**src/rtl/pwv_pkg.sv**
```systemverilog
package pwv_pkg;

   typedef enum logic [1:0] {
      RSN_OK   = 2'd0,
      RSN_TYPE = 2'd1,
      RSN_SIZE = 2'd2
   } pwv_reason_e;

   localparam int CW_W      = 32;
   localparam int TYPE_MSB  = 31;
   localparam int TYPE_LSB  = 28;
   localparam int LBIT_POS  = 27;
   localparam int NUM_DISC  = 2;

endpackage

```
**src/rtl/pwv_classify.sv**
```systemverilog
module pwv_classify
   import pwv_pkg::*;
#(
   parameter int LEN_W = 11
) (
   input  logic [3:0]        type_nib,
   input  logic              lbit,
   input  logic [LEN_W-1:0]  pay_len,
   input  logic              cfg_size_chk,
   input  logic              cfg_cond_inv,
   input  logic [LEN_W-1:0]  cfg_exp_len,
   output pwv_reason_e       reason
);

   logic type_ok;
   logic size_exempt;
   logic size_bad;

   always_comb begin
      type_ok     = (type_nib == 4'h0);
      size_exempt = !cfg_size_chk || (lbit && cfg_cond_inv);
      size_bad    = !size_exempt && (pay_len != cfg_exp_len);
      if (!type_ok)
         reason = RSN_TYPE;
      else if (size_bad)
         reason = RSN_SIZE;
      else
         reason = RSN_OK;
   end

endmodule

```
**src/rtl/pwv_sat_cnt.sv**
```systemverilog
module pwv_sat_cnt #(
   parameter int W        = 16,
   parameter bit SATURATE = 1'b1
) (
   input  logic          clk,
   input  logic          rst_n,
   input  logic          clr,
   input  logic          inc,
   output logic [W-1:0]  count
);

   localparam logic [W-1:0] TOP = {W{1'b1}};

   logic [W-1:0] nxt;

   generate
      if (SATURATE) begin : g_sat
         always_comb nxt = (count == TOP) ? count : count + W'(1);
      end else begin : g_wrap
         always_comb nxt = count + W'(1);
      end
   endgenerate

   always_ff @(posedge clk or negedge rst_n) begin
      if (!rst_n)
         count <= '0;
      else if (clr)
         count <= '0;
      else if (inc)
         count <= nxt;
   end

   AST_CNT_CLR: assert property (@(posedge clk) disable iff (!rst_n)
      clr |=> (count == '0));

   generate
      if (SATURATE) begin : g_sat_chk
         AST_CNT_HOLD: assert property (@(posedge clk) disable iff (!rst_n)
            (!clr && count == TOP) |=> (count == TOP));
      end
   endgenerate

endmodule

```
**src/rtl/pw_rx_validator.sv**
```systemverilog
module pw_rx_validator
   import pwv_pkg::*;
#(
   parameter int LEN_W = 11,
   parameter int CNT_W = 16,
   parameter int SEQ_W = 16,
   parameter bit SATURATE = 1'b1
) (
   input  logic              clk,
   input  logic              rst_n,
   input  logic              cnt_clr,
   input  logic              pkt_valid,
   input  logic [31:0]       ctrl_word,
   input  logic [LEN_W-1:0]  pay_len,
   input  logic              cfg_size_chk,
   input  logic              cfg_cond_inv,
   input  logic [LEN_W-1:0]  cfg_exp_len,
   output logic              dec_valid,
   output logic              dec_accept,
   output logic [1:0]        dec_reason,
   output logic              dec_invalid,
   output logic [SEQ_W-1:0]  dec_seq,
   output logic [CNT_W-1:0]  cnt_type,
   output logic [CNT_W-1:0]  cnt_size
);

   generate
      if (LEN_W < 1 || LEN_W > 16) begin : g_bad_len
         $error("LEN_W must lie in 1..16");
      end
      if (CNT_W < 2 || CNT_W > 32) begin : g_bad_cnt
         $error("CNT_W must lie in 2..32");
      end
      if (SEQ_W < 1 || SEQ_W > 16) begin : g_bad_seq
         $error("SEQ_W must lie in 1..16");
      end
   endgenerate

   logic [3:0]        type_nib;
   logic              lbit;
   logic [SEQ_W-1:0]  seq_in;
   pwv_reason_e       rsn_d;
   logic              unused_cw;

   assign type_nib  = ctrl_word[TYPE_MSB:TYPE_LSB];
   assign lbit      = ctrl_word[LBIT_POS];
   assign seq_in    = ctrl_word[SEQ_W-1:0];
   assign unused_cw = ^ctrl_word[LBIT_POS-1:SEQ_W];

   pwv_classify #(.LEN_W(LEN_W)) u_cls (
      .type_nib     (type_nib),
      .lbit         (lbit),
      .pay_len      (pay_len),
      .cfg_size_chk (cfg_size_chk),
      .cfg_cond_inv (cfg_cond_inv),
      .cfg_exp_len  (cfg_exp_len),
      .reason       (rsn_d)
   );

   always_ff @(posedge clk or negedge rst_n) begin
      if (!rst_n) begin
         dec_valid   <= 1'b0;
         dec_accept  <= 1'b0;
         dec_reason  <= 2'd0;
         dec_invalid <= 1'b0;
         dec_seq     <= '0;
      end else begin
         dec_valid <= pkt_valid;
         if (pkt_valid) begin
            dec_reason  <= rsn_d;
            dec_accept  <= (rsn_d == RSN_OK);
            dec_invalid <= lbit;
            dec_seq     <= (rsn_d == RSN_OK) ? seq_in : '0;
         end else begin
            dec_reason  <= 2'd0;
            dec_accept  <= 1'b0;
            dec_invalid <= 1'b0;
            dec_seq     <= '0;
         end
      end
   end

   logic [CNT_W-1:0] cnt_arr [NUM_DISC];

   generate
      for (genvar g = 0; g < NUM_DISC; g++) begin : g_cnt
         localparam logic [1:0] CODE = 2'(g + 1);
         pwv_sat_cnt #(.W(CNT_W), .SATURATE(SATURATE)) u_cnt (
            .clk   (clk),
            .rst_n (rst_n),
            .clr   (cnt_clr),
            .inc   (pkt_valid && (rsn_d == pwv_reason_e'(CODE))),
            .count (cnt_arr[g])
         );
      end
   endgenerate

   assign cnt_type = cnt_arr[0];
   assign cnt_size = cnt_arr[1];

   AST_TYPE_REJECT: assert property (@(posedge clk) disable iff (!rst_n)
      (pkt_valid && ctrl_word[31:28] != 4'h0) |=>
      (dec_valid && !dec_accept && dec_reason == 2'd1));

   AST_SIZE_L0: assert property (@(posedge clk) disable iff (!rst_n)
      (pkt_valid && ctrl_word[31:28] == 4'h0 && cfg_size_chk && !ctrl_word[27]
       && pay_len != cfg_exp_len) |=> (dec_reason == 2'd2));

   AST_COND_PASS: assert property (@(posedge clk) disable iff (!rst_n)
      (pkt_valid && ctrl_word[31:28] == 4'h0 && cfg_size_chk && ctrl_word[27]
       && cfg_cond_inv) |=> dec_accept);

   AST_SIZE_OFF: assert property (@(posedge clk) disable iff (!rst_n)
      (pkt_valid && ctrl_word[31:28] == 4'h0 && !cfg_size_chk) |=> dec_accept);

   AST_INVALID_FLAG: assert property (@(posedge clk) disable iff (!rst_n)
      pkt_valid |=> (dec_invalid == $past(ctrl_word[27])));

   AST_IDLE_QUIET: assert property (@(posedge clk) disable iff (!rst_n)
      !pkt_valid |=> (!dec_valid && !dec_accept && dec_reason == 2'd0
                      && !dec_invalid && dec_seq == '0));

   AST_ACCEPT_CODE: assert property (@(posedge clk) disable iff (!rst_n)
      dec_accept |-> (dec_valid && dec_reason == 2'd0));

endmodule

```
**config.mk**
```make
export PLATFORM = sky130hd
export DESIGN_NAME = pw_rx_validator
export DESIGN_NICKNAME = d
export VERILOG_FILES = /design/src/rtl/pwv_pkg.sv /design/src/rtl/pwv_classify.sv /design/src/rtl/pwv_sat_cnt.sv /design/src/rtl/pw_rx_validator.sv
export SDC_FILE = /design/constraint.sdc
export NUM_CORES = 1
export LEC_CHECK = 0
export CAP_MARGIN = 15
export CORE_ASPECT_RATIO = 0.5
export CORE_MARGIN = 1
export CORE_UTILIZATION = 35
export DETAILED_ROUTE_END_ITERATION = 7
export PLACE_DENSITY = 0.79
export SYNTH_ARGS = -nofsm -noshare
export SYNTH_HDL_FRONTEND = slang
export SYNTH_SLANG_ARGS = --single-unit
```
**constraint.sdc**
```tcl
create_clock -name clk -period 2.5 [get_ports clk]
set_input_delay 0.5 -clock clk [delete_from_list [all_inputs] [get_ports clk]]
set_output_delay 0.5 -clock clk [all_outputs]
set_load 0.02 [all_outputs]
```
## Yosys cells after proc, flatten, opt, wreduce, memory -nomap -nowiden

Cells that the tools add are included.

| operators by class | value |
|---|---|
| add/sub/neg operators | 2 |
| eq/ne operators | 7 |
| multiplexer cells | 13 |
| reductions and logical operators | 13 |

Operators with widths:

| operator | count |
|---|---|
| 16-bit 2-to-1 mux | 8 |
| 16-bit by 1-bit adder with 16-bit output, second input constant | 2 |
| 16-bit == test, second input constant | 2 |
| 11-bit != test | 1 |
| 2-bit 2-to-1 mux | 3 |
| 1-bit logical AND | 4 |
| 4-bit logical NOT | 1 |
| 2-bit != test, second input constant | 2 |
| 2-bit AND reduction | 2 |
| 2-bit nonzero test | 2 |
| 2-bit by 1-bit == test with 1-bit output, second input constant | 1 |
| 2-bit == test, second input constant | 1 |
| 1-bit logical NOT | 2 |
| 2-bit logical NOT | 1 |
| 1-bit 2-to-1 mux | 2 |
| 1-bit logical OR | 1 |

| word-level totals | value |
|---|---|
| bits in registers | 53 |
| input port bits | 60 |
| output and inout port bits | 53 |
| logic and storage cells | 42 |

## Longest topological paths before layout

| depth | value |
|---|---|
| depth after elaboration | 10 |
| gate-level depth with buffers | 6 |
| gate-level depth less buffers | 6 |

## By module

From an unflattened synthesis, not the netlist that was laid out.

| second synthesis, totals | value |
|---|---|
| cell total of the unflattened synthesis | 252 |
| area total of the unflattened synthesis | 2820.2 um^2 |

By module, submodules not included:

| module | times used | cells each | area an instance (um^2) | seq. area each (um^2) |
|---|---|---|---|---|
| pwv_sat_cnt | 2 | 92 | 904.6 | 400.4 |
| pw_rx_validator | 1 | 49 | 863.3 | 525.5 |
| pwv_classify | 1 | 19 | 147.6 | 0.0 |

## Worst setup path before layout

No wires, ideal clock.

| timing | value |
|---|---|
| path type | reg-to-reg |
| from | reg g_cnt[1].u_cnt.count[6] |
| to | reg g_cnt[1].u_cnt.count[2] |
| data arrival time | 1.830 ns |
| data required time | 2.375 ns |
| path slack | 0.544 ns |
| cell stages (with the launch flop) | 7 |
| path buffers | 1 |
| clock period less this slack | 1.956 ns |
| cells stage by stage | dfrtp_1 -> nand4_2 -> or4_4 -> nor2_4 -> buf_8 -> nor4b_2 -> mux2_4 |

| between the ends | value |
|---|---|
| word-level cells in the longest chain between the ends | 3 |

Ends and longest elaborated chain:

| what | RTL line | text |
|---|---|---|
| start, declared | pwv_sat_cnt.sv:9 | `output logic [W-1:0] count` |
| start signal, assigned | pwv_sat_cnt.sv:30 | `count <= nxt;` |
| 16-bit == test | pwv_sat_cnt.sv:18 | `always_comb nxt = (count == TOP) ? count : count + W'(1);` |
| 2-bit != test (no line) | - |  |
| 2-bit AND reduction (no line) | - |  |

No other way between the ends.
A chain may end at the register's enable or synchronous reset.

## Worst setup path after layout

| timing | value |
|---|---|
| from | in ctrl_word[29] |
| to | reg g_cnt[1].u_cnt.count[2] |

| between the ends | value |
|---|---|
| word-level cells in the longest chain between the ends | 6 |

Ends and longest elaborated chain:

| what | RTL line | text |
|---|---|---|
| start, declared | pw_rx_validator.sv:13 | `input logic [31:0] ctrl_word,` |
| 4-bit logical NOT | pwv_classify.sv:20 | `type_ok = (type_nib == 4'h0);` |
| 2-bit 2-to-1 mux | pwv_classify.sv:23 | `if (!type_ok)` |
| 2-bit == test | pw_rx_validator.sv:92 | `.inc (pkt_valid && (rsn_d == pwv_reason_e'(CODE))),` |
| 1-bit logical AND | pw_rx_validator.sv:92 |  |
| 2-bit nonzero test (no line) | - |  |
| 2-bit AND reduction (no line) | - |  |

No other way between the ends.

==> flow_summary.ini <==
[placement]
dpl_worst_slack_ns = -0.0515
dp_cells = 481
port_buffers = 101
routabilityCongestion = 0.796
dp_hpwl_mm = 4.92
placed_area_sq_um = 3950

[die]
core_area_sq_um = 7460
start_util_pct = 36.7
dieArea_sq_um = 8210
io_pins = 113
fp-row-count = 22
dieWidth_um = 127
dieHeight_um = 64.6

[timing]
hold_ws_ns = 0.191
drv_slew = 0
finalCriticalPeriod_ns = 2.25
fin_ws_ns = 0.254
max_freq_mhz = 445
rsz0062_at_grt = no
min_period_over_period_pct = 89.8
max_slew_margin_pct = 56.2
tightest_slew_ns = 0.651
timing.final.hold_violations = 0
finalSetupViolations = 0
fin_skew_ns = 0.00267

[worst_setup_path]
cp.arrival_ns = 2.43
critPathRequiredTime_ns = 2.68
setup.worst_path.end_class = flop
start_kind = input pin
critPathMaxFanout = 9
worstSetupPathType = in -> reg

[logic_synthesis]
synth-edff-count = 0
ys_ff_latch = 53
yosysMostFrequentCell = dfrtp_1
avgSynthCellArea_sq_um = 10.3
ys_warn_count = 0
synth_top_area_share_pct = 48.4
synth_top_cell_by_area = dfrtp_1
synth_nets = 329
synth_top_flop_cell = dfrtp_1
syn_inst = 267
async_reset_ff_share_pct = 100
synthDistinctLibCells = 41
yosysSeqAreaShare_pct = 48.4
yosys-top-cells-area = dfrtp_1 48%, xnor2_1 5.1%, nor2_1 4.4%, and2_1 4.3%, mux2_4 3.3%
synthTopCellsByCount = 53 x dfrtp_1, 32 x nor2_1, 19 x and2_1
netlist_area_sq_um = 2740

[drt]
postRouteAntennaNets = 0
drtIter0Drc = 112
first_pass_iters = 4
routed_via_density = 4.85
routedWlPerCell_um = 13.5
drc_errors = 0
vias = 2370
wl_mm = 6.61

[power]
intPower_mw = 1.35
p_switching_uw = 401
power_frac_clock_pct = 39.5
peakVddDrop_mv = 0.296
power_frac_seq_pct = 49.9
power_density_nw_per_um2 = 427
p_comb_share_pct = 10.7
p_sw_share_pct = 23.0
p_total_mw = 1.75
p_leak_nw = 1.63

[grt]
grt_usage_pct = 17.2
grt_first_pass_wirelength_mm = 11.1
first_global_vias = 2283
antenna_found_initial = 0
globalRouteOverflowTotal = 0
grt_max_degree = 45

[flow_run]
cap_violations = 0

[clocking]
clk_latency_ns = 0.30
cts_hold_buf = 0
ctsHtreeMaxLevel = 2
cts_tree = yes
ctsResizeCount = 0
cts_buffers = 5
cts-root-buf = clkbuf_16
post_cts_buffers = 0
clk_pin_slew_ns = 0.07
clock_sinks = 53
clockBufferDepth = 2

[layout]
n_antenna_cell = 0
fin_nets = 442
drive_gt1_share_pct = 13.6
fillers = 660
area_growth_pct = 49.4
fin_cells = 489
design_area_sq_um = 4090

[worst_hold_path]
holdCritPathClass = in -> async

[run_status]
status = completed
-- cell families (layout without fill, tap and decap cells) --
| kind of cell | after synthesis | after routing | share of synthesized area (%) |
|---|---|---|---|
| simple gates | 144 | 144 | 30.3 |
| flops | 53 | 53 | 48.4 |
| compound gates | 21 | 21 | 4.93 |
| xor+xnor | 20 | 20 | 6.39 |
| buf+inv | 14 | 128 | 2.92 |
| mux | 13 | 13 | 6.12 |
| fa+ha+maj | 2 | 2 | 0.913 |
-- final timing paths --
path | from | to | cells after the start | slack (ns)
worst max register to register | g_cnt[1].u_cnt.count[6] | g_cnt[1].u_cnt.count[2] | 5 | 0.42
worst max-delay path | ctrl_word[29] | g_cnt[1].u_cnt.count[2] | 7 | 0.25
worst min-delay path | rst_n | g_cnt[0].u_cnt.count[13] | 1 | 0.19
min in group clk | g_cnt[0].u_cnt.count[10] | g_cnt[0].u_cnt.count[10] | 2 | 0.59
worst min register to register | g_cnt[0].u_cnt.count[10] | g_cnt[0].u_cnt.count[10] | 2 | 0.59
max in group asynchronous | rst_n | g_cnt[1].u_cnt.count[5] | 2 | 1.69
-- metrics by stage --
step | setup TNS (ns) | utilization (%)
global route | 0 | 54.9
detailed placement | -0.181 | 52.9
CTS | 0 | 54.9
global placement | -0.0563 | 52.9
finish | 0 | 54.9
floorplan | 0 | -
-- worst max-delay path: stages --
cell	delay, ns
clkdlybuf4s50_1	0.42
nor4_1	0.26
and2_1	0.31
nand2_4	0.14
buf_4	0.17
nor4b_2	0.30
mux2_4	0.33
-- registers in the layout (all words and copies together), names as in the netlist --
signal and flops:
dec_accept 1, dec_seq 16, dec_valid 1, dec_reason 2, g_cnt.u_cnt.count 32, dec_invalid 1
-- cells in the final DEF, fill, tap and decap left out, types with 2 or more instances in the layout --
| cell type | netlist | final |
|---|---|---|
| or3_1 | 3 | 3 |
| mux2_4 | 6 | 6 |
| nor3_1 | 11 | 10 |
| buf_4 | 0 | 14 |
| a21oi_1 | 9 | 9 |
| o21ai_0 | 3 | 3 |
| and2_1 | 19 | 19 |
| clkbuf_16 | 0 | 5 |
| clkdlybuf4s50_1 | 0 | 100 |
| nor2_1 | 32 | 32 |
| xnor2_1 | 16 | 16 |
| o31ai_1 | 4 | 4 |
| nand2_1 | 14 | 14 |
| mux2_2 | 6 | 6 |
| and3_1 | 4 | 4 |
| or4_2 | 2 | 2 |
| dfrtp_1 | 53 | 53 |
| nor4_2 | 5 | 5 |
| inv_1 | 4 | 4 |
| nand4_1 | 10 | 10 |
| nand3_1 | 17 | 17 |
| clkinvlp_4 | 0 | 3 |
| nor2b_1 | 11 | 11 |
| ha_1 | 2 | 2 |
| nor4_1 | 7 | 7 |
| xor2_1 | 4 | 4 |
-- per-layer routing --
layer | vias up | track usage, % | share of wire (%)
met1 | 1158 | 22.4 | 47
met3 | 7 | 3.80 | 3.0
li1 | 1169 | - | -
met2 | 36 | 29.2 | 49
met4 | 0 | 4.91 | 1.0
met5 | - | 0 | 0
-- cell type report --
cell class,instances,area (sq um),share of cell area (%)
inverters,4,15.0,0.367
clock buffers,5,125,3.06
clock inverters,3,22.5,0.550
repair buffers,116,1130,27.6
well taps,108,135,3.30
flip-flops and latches,53,1330,32.4
multi-input cells,200,1340,32.7
-- power groups by stage --
stage                     sequential (mW)  combinational [mW]  clock [mW]
after floorplan                     0.898              0.0465           0
after global placement              0.888               0.186           0
after detailed placement            0.888               0.189           0
after CTS                           0.871               0.190       0.709
after global routing                0.872               0.205       0.739
final                               0.871               0.186       0.689
Power figures use the tool's default switching activity.
